### config.mk
export PLATFORM = sky130hd
export DESIGN_NAME = ccd_timing_gen
export DESIGN_NICKNAME = d
export VERILOG_FILES = /design/src/rtl/ccdtg_pkg.sv /design/src/rtl/ccdtg_ctrl.sv /design/src/rtl/ccdtg_drive.sv /design/src/rtl/ccd_timing_gen.sv
export SDC_FILE = /design/constraint.sdc
export NUM_CORES = 1
export LEC_CHECK = 0
export BUFFER_PORTS_ARGS = -buffer_cell sky130_fd_sc_hd__clkbuf_2
export CORE_AREA = 2 2 66 68
export DETAILED_ROUTE_END_ITERATION = 8
export DIE_AREA = 0 0 68 70
export HOLD_SLACK_MARGIN = 0.05
export PLACE_DENSITY = 0.83
export REMOVE_ABC_BUFFERS = 1
export SLEW_MARGIN = 10
export SYNTH_ARGS = -nofsm -noshare
export SYNTH_HDL_FRONTEND = slang
export SYNTH_SLANG_ARGS = --single-unit
### constraint.sdc
create_clock -name clk -period 5.6 [get_ports clk]
set_clock_uncertainty 0.1 [all_clocks]
set_input_delay 0.84 -clock clk [delete_from_list [all_inputs] [get_ports clk]]
set_output_delay 0.84 -clock clk [all_outputs]
set_load 0.03 [all_outputs]
### src/rtl/ccdtg_pkg.sv
package ccdtg_pkg;

  // Position strobes passed from the counter control to the output datapath
  typedef struct packed {
    logic       frameStart;  // line 1, clock 1
    logic       hdWin;       // line sync window
    logic       vdLine;      // frame sync lines
    logic       readLine;    // last line of the frame
    logic       actLine;     // line carries image pixels
    logic [2:0] vtSeg;       // one-hot normal transfer segment
    logic       subWin;      // drain pulse window inside blanking
    logic       rdWin;       // merged phase 2/3 readout window
    logic       sgWin;       // readout pulse window
    logic       pixWin;      // active pixel window
    logic       pixFirst;    // first clock of a pixel pair
  } ccdStrobe_t;

endpackage

### src/rtl/ccdtg_ctrl.sv
module ccdtg_ctrl
  import ccdtg_pkg::*;
#(
  parameter int LINE_CLKS   = 780,
  parameter int FRAME_LINES = 525,
  parameter int ACT_LINES   = 494,
  parameter int HD_W        = 64,
  parameter int VD_W        = 3,
  parameter int VT_START    = 20,
  parameter int VT_SEG      = 24,
  parameter int SUB_START   = 96,
  parameter int SUB_W       = 30,
  parameter int RD_START    = 40,
  parameter int RD_LEN      = 520,
  parameter int SG_LEAD     = 31,
  parameter int SG_TRAIL    = 25,
  parameter int HACT_START  = 133,
  parameter int HACT_LEN    = 646,
  localparam int HW = $clog2(LINE_CLKS + 1),
  localparam int LW = $clog2(FRAME_LINES + 1)
) (
  input  logic          clk,
  input  logic          rst,
  output ccdStrobe_t    strb,
  output logic [LW-1:0] lineNum
);

  localparam logic [HW-1:0] H_ONE  = HW'(1);
  localparam logic [HW-1:0] H_LAST = HW'(LINE_CLKS);
  localparam logic [LW-1:0] L_ONE  = LW'(1);
  localparam logic [LW-1:0] L_LAST = LW'(FRAME_LINES);
  localparam int SG_LO = RD_START + SG_LEAD;
  localparam int SG_HI = RD_START + RD_LEN - 1 - SG_TRAIL;

  logic [HW-1:0] hCnt;
  logic [LW-1:0] vCnt;
  logic [2:0]    segHit;
  logic          isReadLine;

  function automatic logic inWin(input logic [HW-1:0] c, input int lo, input int hi);
    return (int'(c) >= lo) && (int'(c) <= hi);
  endfunction

  always_ff @(posedge clk) begin
    if (rst) begin
      hCnt <= H_ONE;
      vCnt <= L_ONE;
    end else if (hCnt == H_LAST) begin
      hCnt <= H_ONE;
      vCnt <= (vCnt == L_LAST) ? L_ONE : vCnt + L_ONE;
    end else begin
      hCnt <= hCnt + H_ONE;
    end
  end

  assign isReadLine = (vCnt == L_LAST);

  // One comparator pair per vertical transfer segment
  for (genvar k = 0; k < 3; k++) begin : g_seg
    localparam int SEG_LO = VT_START + k * VT_SEG;
    localparam int SEG_HI = VT_START + (k + 1) * VT_SEG - 1;
    assign segHit[k] = !isReadLine && inWin(hCnt, SEG_LO, SEG_HI);
  end

  always_comb begin
    strb.frameStart = (hCnt == H_ONE) && (vCnt == L_ONE);
    strb.hdWin      = inWin(hCnt, 1, HD_W);
    strb.vdLine     = (int'(vCnt) <= VD_W);
    strb.readLine   = isReadLine;
    strb.actLine    = (int'(vCnt) <= ACT_LINES);
    strb.vtSeg      = segHit;
    strb.subWin     = inWin(hCnt, SUB_START, SUB_START + SUB_W - 1);
    strb.rdWin      = isReadLine && inWin(hCnt, RD_START, RD_START + RD_LEN - 1);
    strb.sgWin      = isReadLine && inWin(hCnt, SG_LO, SG_HI);
    strb.pixWin     = inWin(hCnt, HACT_START, HACT_START + HACT_LEN - 1);
    strb.pixFirst   = (hCnt[0] == H_ONE[0]) ^ (((HACT_START % 2) == 0) ? 1'b1 : 1'b0);
  end

  assign lineNum = vCnt;

  AST_HCNT_WRAP: assert property (@(posedge clk) disable iff (rst) (hCnt == H_LAST) |=> (hCnt == H_ONE));
  AST_HCNT_RANGE: assert property (@(posedge clk) disable iff (rst) (hCnt >= H_ONE) && (hCnt <= H_LAST));
  AST_FRAME_WRAP: assert property (@(posedge clk) disable iff (rst) (hCnt == H_LAST && vCnt == L_LAST) |=> (vCnt == L_ONE));
  AST_ONE_SEGMENT: assert property (@(posedge clk) disable iff (rst) $onehot0(segHit));
  AST_SG_IN_READ: assert property (@(posedge clk) disable iff (rst) strb.sgWin |-> strb.rdWin);

endmodule

### src/rtl/ccdtg_drive.sv
module ccdtg_drive
  import ccdtg_pkg::*;
#(
  parameter int FRAME_LINES = 525,
  localparam int LW = $clog2(FRAME_LINES + 1)
) (
  input  logic          clk,
  input  logic          rst,
  input  ccdStrobe_t    strb,
  input  logic [LW-1:0] lineNum,
  input  logic [LW-1:0] shutterLines,
  output logic          hdN,
  output logic          vdN,
  output logic          xv1N,
  output logic          xv2N,
  output logic          xv3N,
  output logic          xsgN,
  output logic          xsubN,
  output logic          h1,
  output logic          h2,
  output logic          rg,
  output logic          blank
);

  logic [LW-1:0] shutShadow;
  logic          subFire;
  logic          xv1Nxt, xv2Nxt, xv3Nxt;

  // Exposure setting is frozen for the whole frame
  always_ff @(posedge clk) begin
    if (rst)                  shutShadow <= '0;
    else if (strb.frameStart) shutShadow <= shutterLines;
  end

  always_comb begin
    subFire = strb.subWin && !strb.readLine && (shutShadow != '0)
              && ((int'(lineNum) + int'(shutShadow)) < FRAME_LINES);
    if (strb.readLine) begin
      xv1Nxt = 1'b1;
      xv2Nxt = !strb.rdWin;
      xv3Nxt = !strb.rdWin;
    end else begin
      xv1Nxt = !strb.vtSeg[0];
      xv2Nxt = !strb.vtSeg[1];
      xv3Nxt = !strb.vtSeg[2];
    end
  end

  always_ff @(posedge clk) begin
    if (rst) begin
      hdN   <= 1'b1;
      vdN   <= 1'b1;
      xv1N  <= 1'b1;
      xv2N  <= 1'b1;
      xv3N  <= 1'b1;
      xsgN  <= 1'b1;
      xsubN <= 1'b1;
      h1    <= 1'b1;
      h2    <= 1'b0;
      rg    <= 1'b0;
      blank <= 1'b1;
    end else begin
      hdN   <= !strb.hdWin;
      vdN   <= !strb.vdLine;
      xv1N  <= xv1Nxt;
      xv2N  <= xv2Nxt;
      xv3N  <= xv3Nxt;
      xsgN  <= !strb.sgWin;
      xsubN <= !subFire;
      h1    <= strb.pixWin ? strb.pixFirst : 1'b1;
      h2    <= strb.pixWin && !strb.pixFirst;
      rg    <= strb.pixWin && strb.pixFirst;
      blank <= !strb.pixWin || !strb.actLine;
    end
  end

  AST_XV1_ALONE: assert property (@(posedge clk) disable iff (rst) !xv1N |-> (xv2N && xv3N));
  AST_XSG_NESTED: assert property (@(posedge clk) disable iff (rst) !xsgN |-> (!xv2N && !xv3N && xv1N));
  AST_SUB_NOT_READ: assert property (@(posedge clk) disable iff (rst) !xsubN |-> xsgN);
  AST_SHUT_OFF: assert property (@(posedge clk) disable iff (rst) (shutShadow == '0 && !strb.frameStart) |=> xsubN);
  AST_SHUT_HOLD: assert property (@(posedge clk) disable iff (rst) !strb.frameStart |=> $stable(shutShadow));
  AST_H_COMPL: assert property (@(posedge clk) disable iff (rst) h1 != h2);
  AST_RG_WITH_H1: assert property (@(posedge clk) disable iff (rst) rg |-> (h1 && blank == blank));

endmodule

### src/rtl/ccd_timing_gen.sv
module ccd_timing_gen
  import ccdtg_pkg::*;
#(
  parameter int LINE_CLKS   = 780,
  parameter int FRAME_LINES = 525,
  parameter int ACT_LINES   = 494,
  parameter int HD_W        = 64,
  parameter int VD_W        = 3,
  parameter int VT_START    = 20,
  parameter int VT_SEG      = 24,
  parameter int SUB_START   = 96,
  parameter int SUB_W       = 30,
  parameter int RD_START    = 40,
  parameter int RD_LEN      = 520,
  parameter int SG_LEAD     = 31,
  parameter int SG_TRAIL    = 25,
  parameter int HACT_START  = 133,
  parameter int HACT_LEN    = 646,
  localparam int LW = $clog2(FRAME_LINES + 1)
) (
  input  logic          clk,
  input  logic          rst,
  input  logic [LW-1:0] shutterLines,
  output logic          hdN,
  output logic          vdN,
  output logic          xv1N,
  output logic          xv2N,
  output logic          xv3N,
  output logic          xsgN,
  output logic          xsubN,
  output logic          h1,
  output logic          h2,
  output logic          rg,
  output logic          blank
);

  ccdStrobe_t    strb;
  logic [LW-1:0] lineNum;

  ccdtg_ctrl #(
    .LINE_CLKS(LINE_CLKS), .FRAME_LINES(FRAME_LINES), .ACT_LINES(ACT_LINES),
    .HD_W(HD_W), .VD_W(VD_W), .VT_START(VT_START), .VT_SEG(VT_SEG),
    .SUB_START(SUB_START), .SUB_W(SUB_W), .RD_START(RD_START), .RD_LEN(RD_LEN),
    .SG_LEAD(SG_LEAD), .SG_TRAIL(SG_TRAIL), .HACT_START(HACT_START), .HACT_LEN(HACT_LEN)
  ) u_ctrl (
    .clk(clk), .rst(rst), .strb(strb), .lineNum(lineNum)
  );

  ccdtg_drive #(
    .FRAME_LINES(FRAME_LINES)
  ) u_drive (
    .clk(clk), .rst(rst), .strb(strb), .lineNum(lineNum), .shutterLines(shutterLines),
    .hdN(hdN), .vdN(vdN), .xv1N(xv1N), .xv2N(xv2N), .xv3N(xv3N),
    .xsgN(xsgN), .xsubN(xsubN), .h1(h1), .h2(h2), .rg(rg), .blank(blank)
  );

endmodule

# Yosys cells after proc, flatten, opt, wreduce, memory -nomap -nowiden
# Index checks and enable logic that the tools add are counted.
[classes]
add_sub_neg = 3
n_mul = 0
div = 0
order_cmp = 19
n_eq_ne = 4
n_shift = 0
mux = 3
bitwise_logic = 1
n_reduce_logical = 36
[ops]
columns = ["operator", "n"]
rows = [
  ["10-bit by 7-bit <= comparator with 1-bit output, second input constant", 4],
  ["32-bit by 11-bit < comparator with 1-bit output, second input constant", 1],
  ["10-bit by 7-bit >= comparator with 1-bit output, second input constant", 3],
  ["10-bit <= comparator, second input constant", 3],
  ["10-bit by 1-bit adder with 10-bit output, second input constant", 2],
  ["10-bit by 1-bit == test with 1-bit output, second input constant", 2],
  ["10-bit == test, second input constant", 2],
  ["10-bit by 6-bit >= comparator with 1-bit output, second input constant", 2],
  ["1-bit logical AND", 19],
  ["1-bit logical NOT", 12],
  ["10-bit by 10-bit adder with 11-bit output", 1],
  ["10-bit by 1-bit >= comparator with 1-bit output, second input constant", 1],
  ["10-bit by 5-bit >= comparator with 1-bit output, second input constant", 1],
  ["10-bit by 8-bit >= comparator with 1-bit output, second input constant", 1],
  ["10-bit by 2-bit <= comparator with 1-bit output, second input constant", 1],
  ["10-bit by 6-bit <= comparator with 1-bit output, second input constant", 1],
  ["10-bit by 9-bit <= comparator with 1-bit output, second input constant", 1],
  ["10-bit 2-to-1 mux", 1],
  ["10-bit nonzero test", 1],
  ["2-bit OR reduction", 3],
  ["1-bit 2-to-1 mux", 2],
  ["1-bit logical OR", 1],
  ["1-bit inverter", 1],
]
[totals]
reg_bits = 41
latchBits = 0
ram_bits = 0
rom_bits = 0
input_bits = 12
out_inout_bits = 11
wordCells = 80
n_memories = 0

# Longest topological paths before layout
# Gate-level depths: netlist (run 1).
[depth]
word_depth = 6
ltp_mapped = 9
mapped_depth_nobuf = 9

# By module
# Synthesis (run 1) repeated with hierarchy kept, for this count alone.
[unflattened]
cells_unflattened = 306
area_unflattened_um2 = 2553.7
[by_module_without_submodules]
columns = ["mod", "instances", "cells_each", "area_each_um2", "seq_area_each_um2"]
rows = [
  ["ccdtg_ctrl", 1, 179, 1386.3, 400.4],
  ["ccdtg_drive", 1, 127, 1167.4, 420.4],
]

# Least setup slack after synthesis (run 1)
# Ideal clock, no wire load.
[synth_path]
path_kind = "register -> register"
from = "reg u_ctrl.vCnt[0], in the netlist u_ctrl.lineNum[0]"
to = "reg u_drive.xsubN"
setup_ps = 114
arrival_ps = 2010
required_time_ps = 5386
slack_ps = 3376
stages_incl_launch_ff = 10
path_buffers = 0
period_less_slack_ps = 2224
cell_sequence = "dfxtp_1 > ha_1 > inv_1 > fa_1 > nor2b_1 > o221ai_1 > a21o_1 > a222oi_1 > nand2_1 > a21o_1"
[synth_between]
elab_chain_cells = 6
elab_cells_between_ends = 8
classes_between = "1 x add/sub; 1 x order compare; 1 x eq/ne; 5 x reduce/logical"
[synth_lines]
columns = ["element", "line_no", "text"]
rows = [
  ["from (decl)", "ccdtg_ctrl.sv:36", "logic [LW-1:0] vCnt;"],
  ["from (signal assigned)", "ccdtg_ctrl.sv:50", "vCnt <= (vCnt == L_LAST) ? L_ONE : vCnt + L_ONE;"],
  ["branches (longest 4 deep; another with 32-bit by 11-bit < comparator with 1-bit output)", "n/a", ""],
  ["1-bit logical AND (*)", "ccdtg_drive.sv:37", "&& ((int'(lineNum) + int'(shutShadow)) < FRAME_LINES);"],
  ["1-bit logical NOT (*)", "ccdtg_drive.sv:69", "xsubN <= !subFire;"],
  ["to (signal assigned)", "ccdtg_drive.sv:69", ""],
  ["to (decl)", "ccdtg_drive.sv:18", "output logic xsubN,"],
]
# Mark *: on every way between the ends.
# A chain may end at the register's enable or synchronous reset.

# Worst setup path in the final report (run 1)
# Same ends and word-level chain as after synthesis.

==> results.rst, run 1 <==
.. list-table::
   :header-rows: 1

   * - Metric
     - Value
   * - CP Max Fanout
     - 8
   * - Cts-stage hold buffer count
     - 0
   * - Violation count after the first detailed-routing iteration
     - 172
   * - Type of the most critical hold path
     - reg -> reg
   * - Later-pin clock latency in the skew report
     - 0.30 ns
   * - Post-route antenna net violation count
     - 0
   * - CTS tree
     - done
   * - Number of antenna diodes
     - 0
   * - Die outline width
     - 68 um
   * - Post-CTS setup buffer count
     - 0
   * - # clock sinks
     - 41
   * - Floorplan die area
     - 4760 um2
   * - Starting utilization of the core area
     - 60.1%
   * - Die height
     - 70 um
   * - Share of async-settable or async-resettable flops after synthesis
     - 0%
   * - Largest net degree at the start of global routing
     - 20
   * - Ys flop type
     - dfxtp_1
   * - RSZ-0062 raised after global routing
     - false
   * - Final critical-path required period
     - 2.55 ns
   * - Routed wire length per instance
     - 15.1 um
   * - Worst Hold Margin
     - 0.409 ns
   * - Capturing element type of the critical path
     - flop
   * - Vias in the first global route
     - 1,997
   * - Count of yosys warnings during synthesis
     - 0
   * - Top-Level Pins
     - 23
   * - Worst Setup Slack, final
     - 3.05 ns
   * - Synth Cell Area
     - 2490 um2
   * - Worst-case reg-to-reg path depth
     - 9
   * - Buffer levels on the longest clock path
     - 2
   * - Critical path class
     - reg -> reg
   * - Final Cycle Share
     - 45.4%
   * - # port buffers
     - 22
   * - Global routing usage on met2
     - 36.0%
   * - Max-slew violations
     - 0
   * - Count of final setup violators
     - 0
   * - EDFF count, synth
     - 0
   * - Most utilized layer in the global route result
     - met1
   * - Ranking of synthesized cells by area
     - dfxtp_1 (33%), ha_1 (8.5%), nor2_1 (6.0%)
   * - Worst ir drop on vdd
     - ~0.00022 V
   * - Synth-to-layout area growth
     - 8.18%
   * - Initial antenna violation count
     - 0
   * - Critical path startpoint
     - u_ctrl.lineNum[0]$_SDFFE_PP1P_
   * - Clock buffers created by TritonCTS
     - 5
   * - Result of the run
     - finished, final reports clean
   * - Vias
     - 2,136
   * - Crit path to
     - u_drive.xsubN$_SDFF_PP1_
   * - Total iterations of the first detailed-routing run
     - 5
   * - Post-layout instance count excluding filler cells
     - approximately 360
   * - Portion of synthesized cell area occupied by the leading cell type
     - between 30% and 40%
   * - Number of synthesized register bits
     - 41
   * - Hold Fails Final Rpt
     - 0
   * - Fmax
     - 393 MHz
   * - H-tree levels
     - 2
   * - Data arrival time of the critical path
     - 2.64 ns
   * - GRT met3 Usage
     - 5.31%
   * - Layout cell share with drive strength beyond 1
     - between 10 and 15%
   * - Leakage power of the design
     - 1.16 nW
   * - Hpwl dp
     - 3990 um
   * - Slew at the pin closest to its max-slew limit
     - 0.705 ns
   * - Final routed wirelength across all metal layers
     - 5370 um
   * - Power density over the cells
     - 244 nW/um2
   * - Setup Slack @ Placement
     - 3.11 ns
   * - Total Routing Usage GR
     - 25.7%
   * - Netlist cell types
     - between 50 and 60
   * - Root Driver
     - clkbuf_8
   * - Layout Nets
     - 333
   * - List of most frequent post-synthesis cells
     - dfxtp_1 (41), nor2_1 (40), nand2_1 (20)
   * - Global-route wire length before repair
     - 9400 um
   * - Reg2Reg Capture Point
     - u_drive.xsubN$_SDFF_PP1_
   * - Number of design rule violations left after detail routing
     - 0
   * - GR Overflow Total
     - 0
   * - Row count
     - 24
   * - Placer's final routability congestion estimate
     - slightly above 0.9
   * - Floorplan Core Area
     - 4140 um2
   * - Instance count of the mapped netlist
     - 289
   * - Kind of start point of the critical path
     - flop
   * - Final setup TNS
     - 0 ns
   * - Number of instances resized during post-cts repair
     - 0
   * - RR Startpoint
     - u_ctrl.lineNum[0]$_SDFFE_PP1P_
   * - Largest area contributor in the netlist
     - dfxtp_1
   * - Total of max-cap violations
     - 0
   * - Met1 track demand over resource
     - roughly two fifths
   * - Reg-to-reg setup timing slack
     - 3.05 ns
   * - Post-Place Cells
     - about 350
   * - Overall power consumption
     - around 0.00066 W
   * - Data required time of the worst path
     - 5.70 ns
   * - Worst relative slew slack
     - 52.9%
   * - Via density per instance
     - 6.00
   * - Share of synthesized area occupied by flip-flops and latches
     - 32.9%
   * - Synth Area per Inst
     - 8.62 um2
   * - Most numerous cell in the Yosys netlist
     - dfxtp_1
   * - Clock-pin slew of the registers on the worst-case setup and hold paths
     - 0.08 ns
metal layers:
layer	up-vias	share of wire [%]
li1	1058	-
met1	996	48
met2	73	44
met3	9	7.2
met4	0	1.5
met5	-	0
per-stage QoR:
| step | instance area (um2) | util [%] |
|---|---|---|
| after global routing | 2700 | 65.1 |
| after detailed placement | 2580 | 62.4 |
| after CTS | 2700 | 65.1 |
| after floorplan | 2410 | - |
| final | 2700 | 65.1 |
| after global placement | 2580 | 62.4 |
sequential cells by signal, summed over array words and instances (netlist names):
signal / cells
u_drive.xsubN: 1
u_drive.hdN: 1
u_drive.xv3N: 1
u_ctrl.hCnt: 10
u_drive.shutShadow: 10
u_drive.xv1N: 1
u_drive.h2: 1
u_ctrl.lineNum: 10
u_drive.xsgN: 1
u_drive.xv2N: 1
u_drive.rg: 1
u_drive.h1: 1
u_drive.vdN: 1
u_drive.blank: 1
cells by family after synthesis:
group	Yosys count	synth area share (%)
and+or+nand+nor	120	26.3
AOI/OAI and AO/OA	52	15.1
DFF	41	32.9
buffers and inverters	28	5.27
xor gates and xnor gates	19	6.68
adders and majority gates	18	9.34
muxes	11	4.42
worst min-delay path by stage:
stage / cells past startpoint / startpoint / slack, ns / endpoint
4_1_cts: 1 / u_ctrl.hCnt[0]$_SDFF_PP1_ / 0.40 / u_ctrl.hCnt[0]$_SDFF_PP1_
2_1_floorplan: 1 / u_ctrl.hCnt[0]$_SDFF_PP1_ / 0.33 / u_ctrl.hCnt[0]$_SDFF_PP1_
3_3_place_gp: 1 / u_ctrl.hCnt[0]$_SDFF_PP1_ / 0.39 / u_ctrl.hCnt[0]$_SDFF_PP1_
3_5_place_dp: 1 / u_ctrl.hCnt[0]$_SDFF_PP1_ / 0.38 / u_ctrl.hCnt[0]$_SDFF_PP1_
6_report: 1 / u_ctrl.hCnt[0]$_SDFF_PP1_ / 0.41 / u_ctrl.hCnt[0]$_SDFF_PP1_
5_1_grt: 1 / u_ctrl.hCnt[0]$_SDFF_PP1_ / 0.43 / u_ctrl.hCnt[0]$_SDFF_PP1_
worst max-delay path, cell delays in order, from the launching register on:
cell	delay, ns
dfxtp_1	0.49
ha_1	0.25
inv_1	0.06
fa_1	0.41
nor2b_1	0.22
o221ai_1	0.13
a21o_1	0.17
a222oi_1	0.35
nand2_1	0.10
a21o_1	0.16
layout by cell type, fill, tap and decap left out, types with 2 or more instances in the layout:
| cell type | count |
|---|---|
| dfxtp_1 | 41 |
| nor2_1 | 40 |
| clkbuf_2 | 22 |
| nand2_1 | 20 |
| ha_1 | 17 |
| inv_1 | 13 |
| mux2i_1 | 11 |
| xnor2_1 | 11 |
| o21ai_0 | 11 |
| xor2_1 | 8 |
| nand3_1 | 6 |
| nand4_1 | 6 |
| nand2b_1 | 6 |
| a31oi_1 | 6 |
| a21oi_1 | 6 |
| nor3_1 | 5 |
| and3_1 | 5 |
| and2_1 | 5 |
| clkbuf_8 | 5 |
| nor2b_1 | 4 |
| a21o_1 | 4 |
| or4_1 | 3 |
| o21a_1 | 3 |
| nor4_1 | 3 |
| nand3b_1 | 2 |
| a2111o_1 | 2 |
| or3_1 | 2 |
| nand4b_1 | 2 |
| o221ai_1 | 2 |
| o211ai_1 | 2 |
| o31ai_1 | 2 |
cell type report:
cell class                 count  area [um2]
tap                           52        65.1
sequential                    41         821
clock inverter                 2        38.8
multi-input combinational    220        1540
clock buffer                   6        72.6
timing repair buffer          22         110
fill                         371        1450
inverter                      13        48.8
report_power, final:
part / internal [W] / total [W] / switching, W
sequential: 0.000303 / 0.000318 / 0.0000149
clock: 0.000134 / 0.000239 / 0.000105
combinational: 0.0000455 / 0.000101 / 0.0000551
No activity file was read; power rests on OpenSTA's default activity.
==> run 2: changes to the inputs <==
--- a/config.mk
+++ b/config.mk
@@ -5,12 +5,13 @@
 export SDC_FILE = /design/constraint.sdc
 export NUM_CORES = 1
 export LEC_CHECK = 0
+export ABC_AREA = 1
 export BUFFER_PORTS_ARGS = -buffer_cell sky130_fd_sc_hd__clkbuf_2
-export CORE_AREA = 2 2 66 68
+export CORE_AREA = 2 2 75 77
 export DETAILED_ROUTE_END_ITERATION = 8
-export DIE_AREA = 0 0 68 70
+export DIE_AREA = 0 0 77 79
 export HOLD_SLACK_MARGIN = 0.05
-export PLACE_DENSITY = 0.83
+export PLACE_DENSITY = 0.74
 export REMOVE_ABC_BUFFERS = 1
 export SLEW_MARGIN = 10
 export SYNTH_ARGS = -nofsm -noshare
==> constraint.sdc (replaced) <==
create_clock -name clk -period 2.2 [get_ports clk]
set_clock_uncertainty 0.1 [all_clocks]
set_input_delay 0.33 -clock clk [delete_from_list [all_inputs] [get_ports clk]]
set_output_delay 0.33 -clock clk [all_outputs]
set_load 0.03 [all_outputs]
==> run 2 against run 1 <==
Compared with the run above:
- worst hold slack got worse by 0.26 ns
- area after synthesis grew 9.9%
- clock power increased to 2.7 times the previous value
- sequential share of layout area decreased by 3.5 points
- maximum frequency up 28%
- first-iteration DRC count is 41% higher
- critical path depth is 4 higher
- sequential power rose to 2.6 times the previous value
- worst setup slack got worse by 2.8 ns
- critical endpoint unchanged
==> results.rst, run 2 <==
.. list-table::
   :header-rows: 1

   * - Metric
     - Value
   * - Delay of the slowest cell on the worst path
     - 0.38 ns (was 0.49 ns)
   * - Ranking of synthesized cells by area
     - dfxtp_1 (30%), nand2_1 (12%), inv_1 (9.6%) (was dfxtp_1 (33%), ha_1 (8.5%), nor2_1 (6.0%))
   * - Vias in the first global route
     - 2,455 (was 1,997)
   * - Synth Area in Adders
     - 8.49% (was 9.34%)
   * - Most common cell after layout, fill and taps aside
     - nand2_1 (was dfxtp_1)
   * - Ys flop type
     - dfxtp_1 (unchanged)
   * - Power density over the cells
     - 579 nW/um2 (was 244 nW/um2)
   * - Share of async-settable or async-resettable flops after synthesis
     - 0% (unchanged)
   * - Combinational family with the most area after synthesis
     - simple AND/OR/NAND/NOR gates (unchanged)
   * - Largest area contributor in the netlist
     - dfxtp_1 (unchanged)
   * - List of most frequent post-synthesis cells
     - nand2_1 (91), inv_1 (70), dfxtp_1 (41) (was dfxtp_1 (41), nor2_1 (40), nand2_1 (20))
   * - Instance count of the mapped netlist
     - 407 (was 289)
   * - Number of design rule violations left after detail routing
     - 0 (unchanged)
   * - Via density per instance
     - 5.12 (was 6.00)
   * - Number of instances resized during post-cts repair
     - 0 (unchanged)
   * - Synth Area per Inst
     - 6.73 um2 (was 8.62 um2)
   * - Leakage power of the design
     - 1.50 nW (was 1.16 nW)
   * - Xor and xnor fraction of the mapped netlist area
     - 1.60% (was 6.68%)
   * - Cell breakdown of the critical path
     - ha_1, inv_1, fa_1, inv_1, nand2_1, nand2_1, nand3_1, nand2_1, nand2_1, nand2_1, nand4_1, nand2_1, nand2_1 (was ha_1, inv_1, fa_1, nor2b_1, o221ai_1, a21o_1, a222oi_1, nand2_1, a21o_1)
   * - Netlist cell types
     - 38 (was 58)
   * - Final setup TNS
     - 0 ns (unchanged)
   * - Worst ir drop on vdd
     - 0.000446 V (was 0.000216 V)
   * - Kind of start point of the critical path
     - flop (unchanged)
   * - Critical path startpoint
     - u_drive.shutShadow[0]$_SDFFE_PP0P_ (was u_ctrl.lineNum[0]$_SDFFE_PP1P_)
   * - Cts-stage hold buffer count
     - 0 (unchanged)
   * - # clock sinks
     - 41 (unchanged)
   * - Source of the worst hold timing path
     - shutterLines[3] (was u_ctrl.hCnt[0]$_SDFF_PP1_)
   * - Worst relative slew slack
     - 70.2% (was 52.9%)
   * - Buffer levels on the longest clock path
     - 2 (unchanged)
   * - Most numerous cell in the Yosys netlist
     - nand2_1 (was dfxtp_1)
   * - Top-Level Pins
     - 23 (unchanged)
   * - Capturing element type of the critical path
     - flop (unchanged)
   * - Critical path class
     - reg -> reg (unchanged)
   * - Post-Place Cells
     - 499 (was 348)
   * - Starting utilization of the core area
     - 51.3% (was 60.1%)
   * - Initial antenna violation count
     - 0 (unchanged)
   * - Post-route antenna net violation count
     - 0 (unchanged)
   * - Total iterations of the first detailed-routing run
     - 5 (unchanged)
   * - Number of synthesized register bits
     - 41 (unchanged)
   * - Mux share of post-synthesis cell area
     - 0% (was 4.42%)
   * - Die outline width
     - 77 um (was 68 um)
   * - Total Routing Usage GR
     - 22.7% (was 25.7%)
   * - Placer's final routability congestion estimate
     - 0.933 (was 0.923)
   * - Count of final setup violators
     - 0 (unchanged)
   * - EDFF count, synth
     - 0 (unchanged)
   * - Hold Fails Final Rpt
     - 0 (unchanged)
   * - Layout cell share with drive strength beyond 1
     - 15.6% (was 12.8%)
   * - Data required time of the worst path
     - 2.31 ns (was 5.70 ns)
   * - Data arrival time of the critical path
     - 2.09 ns (was 2.64 ns)
   * - Largest delay contributor family on the critical path
     - simple AND/OR/NAND/NOR gates (was compound AO/OA/AOI/OAI gates)
   * - Area fraction in and, or, nand and nor cells after synthesis
     - 34.8% (was 26.3%)
   * - Bufs and invs on worst path
     - 2 (was 1)
   * - Die height
     - 79 um (was 70 um)
   * - Largest net degree at the start of global routing
     - 21 (was 20)
   * - CTS tree
     - done (unchanged)
   * - Later-pin clock latency in the skew report
     - 0.30 ns (about the same)
   * - RR Startpoint
     - u_drive.shutShadow[0]$_SDFFE_PP0P_ (was u_ctrl.lineNum[0]$_SDFFE_PP1P_)
   * - Routed wire length per instance
     - 12.4 um (was 15.1 um)
   * - Share of synthesized area occupied by flip-flops and latches
     - 30.0% (was 32.9%)
   * - Crit path max-delay cell type
     - fa_1 (was dfxtp_1)
   * - # port buffers
     - 22 (unchanged)
   * - Max-slew violations
     - 0 (unchanged)
   * - Worst path most repeated cell
     - nand2_1 (was a21o_1)
   * - Worst Hold Margin
     - 0.149 ns (was 0.409 ns)
   * - Post-CTS setup buffer count
     - 0 (unchanged)
   * - Fmax
     - 504 MHz (was 393 MHz)
   * - Result of the run
     - finished, final reports clean (unchanged)
   * - Synth-to-layout area growth
     - 11.2% (was 8.18%)
   * - Vias
     - 2,596 (was 2,136)
   * - Final Cycle Share
     - 90.2% (was 45.4%)
   * - Hpwl dp
     - 4910 um (was 3990 um)
   * - Count of yosys warnings during synthesis
     - 0 (unchanged)
   * - Layout Nets
     - 464 (was 333)
   * - CP Max Fanout
     - 4 (was 8)
   * - Total of max-cap violations
     - 0 (unchanged)
   * - Clock-pin slew of the registers on the worst-case setup and hold paths
     - 0.09 ns (was 0.08 ns)
   * - Violation count after the first detailed-routing iteration
     - 243 (was 172)
   * - Portion of synthesized cell area occupied by the leading cell type
     - 30.0% (was 32.9%)
   * - Final routed wirelength across all metal layers
     - 6290 um (was 5370 um)
   * - Utilization of the core after routing
     - 57.1% (was 65.1%)
   * - Commonest non-fill, non-tap cells in the layout
     - nand2_1 (91), inv_1 (70), dfxtp_1 (41) (was dfxtp_1 (41), nor2_1 (40), clkbuf_2 (22))
   * - Number of antenna diodes
     - 0 (unchanged)
   * - Final critical-path required period
     - 1.98 ns (was 2.55 ns)
   * - Synth Cell Area
     - 2740 um2 (was 2490 um2)
   * - RSZ-0062 raised after global routing
     - false (unchanged)
   * - Root Driver
     - clkbuf_8 (unchanged)
   * - Post-layout instance count excluding filler cells
     - 507 (was 356)
   * - Clock buffers created by TritonCTS
     - 5 (unchanged)
   * - Row count
     - 27 (was 24)
   * - Global-route wire length before repair
     - 11,100 um (was 9400 um)
   * - Fraction of the mapped netlist area in compound gates
     - 13.2% (was 15.1%)
   * - GR Overflow Total
     - 0 (unchanged)
   * - Floorplan die area
     - 6080 um2 (was 4760 um2)
   * - Slew at the pin closest to its max-slew limit
     - 0.443 ns (was 0.705 ns)
   * - Floorplan Core Area
     - 5340 um2 (was 4140 um2)
   * - Type of the most critical hold path
     - in -> reg (was reg -> reg)
   * - H-tree levels
     - 2 (unchanged)
## run 2: stage by stage
step	power, W	area [um2]	setup slack [ns]
global placement	0.00112	2930	0.318
CTS	0.00177	3050	0.232
floorplan	0.00105	2700	0.128
detailed placement	0.00113	2930	0.240
global route	0.00185	3050	0.0196
finish	0.00176	3050	0.215
## run 2: cells by family after synthesis
kind of cell / Yosys count
and+or+nand+nor: 200
adders and majority gates: 18
AOI/OAI and AO/OA: 61
xor gates and xnor gates: 5
buffers and inverters: 82
DFF: 41
## run 2: path summary, 6_finish.rpt
| check | end | slack [ns] | cells past startpoint |
|---|---|---|---|
| worst max-delay path | u_drive.xsubN$_SDFF_PP1_ | 0.22 | 13 |
| worst min register to register | u_ctrl.hCnt[0]$_SDFF_PP1_ | 0.37 | 1 |
| worst min-delay path | u_drive.shutShadow[3]$_SDFFE_PP0P_ | 0.15 | 3 |
| worst max register to register | u_drive.xsubN$_SDFF_PP1_ | 0.22 | 13 |
## run 2: layer usage
layer	global-route usage [%]	routed length [um]	share of wire, %	vias to the layer above
met2	36.3	2770	44	79
met4	8.57	148	2.4	0
met1	30.8	3040	48	1136
met5	0	0	0	-
li1	-	-	-	1364
met3	3.98	326	5.2	17
## run 2: layout make-up
class                   count  area [um2]
clock buffers               6        82.6
clock inverters             2        37.5
fillers                   553        2290
inverters                  77         293
multi-input cells         284        1590
flip-flops and latches     41         821
well taps                  72        90.1
repair buffers             25         133
## run 2: worst register-to-register path, cell delays in order, from the launching register on
cell     delay (ns)
dfxtp_1        0.36
ha_1           0.22
inv_1          0.07
fa_1           0.38
inv_1          0.11
nand2_1        0.08
nand2_1        0.08
nand3_1        0.08
nand2_1        0.08
nand2_1        0.06
nand2_1        0.06
nand4_1        0.09
nand2_1        0.07
nand2_1        0.04
## run 2: where the power goes
group | total [W] | internal (W) | leakage (nW) | switching [W]
Combinational | 0.000298 | 0.000110 | 1.11 | 0.000188
Sequential | 0.000820 | 0.000779 | 0.334 | 0.0000414
Clock | 0.000647 | 0.000369 | 0.0574 | 0.000278
Total | 0.00176 | 0.00126 | 1.50 | 0.000507
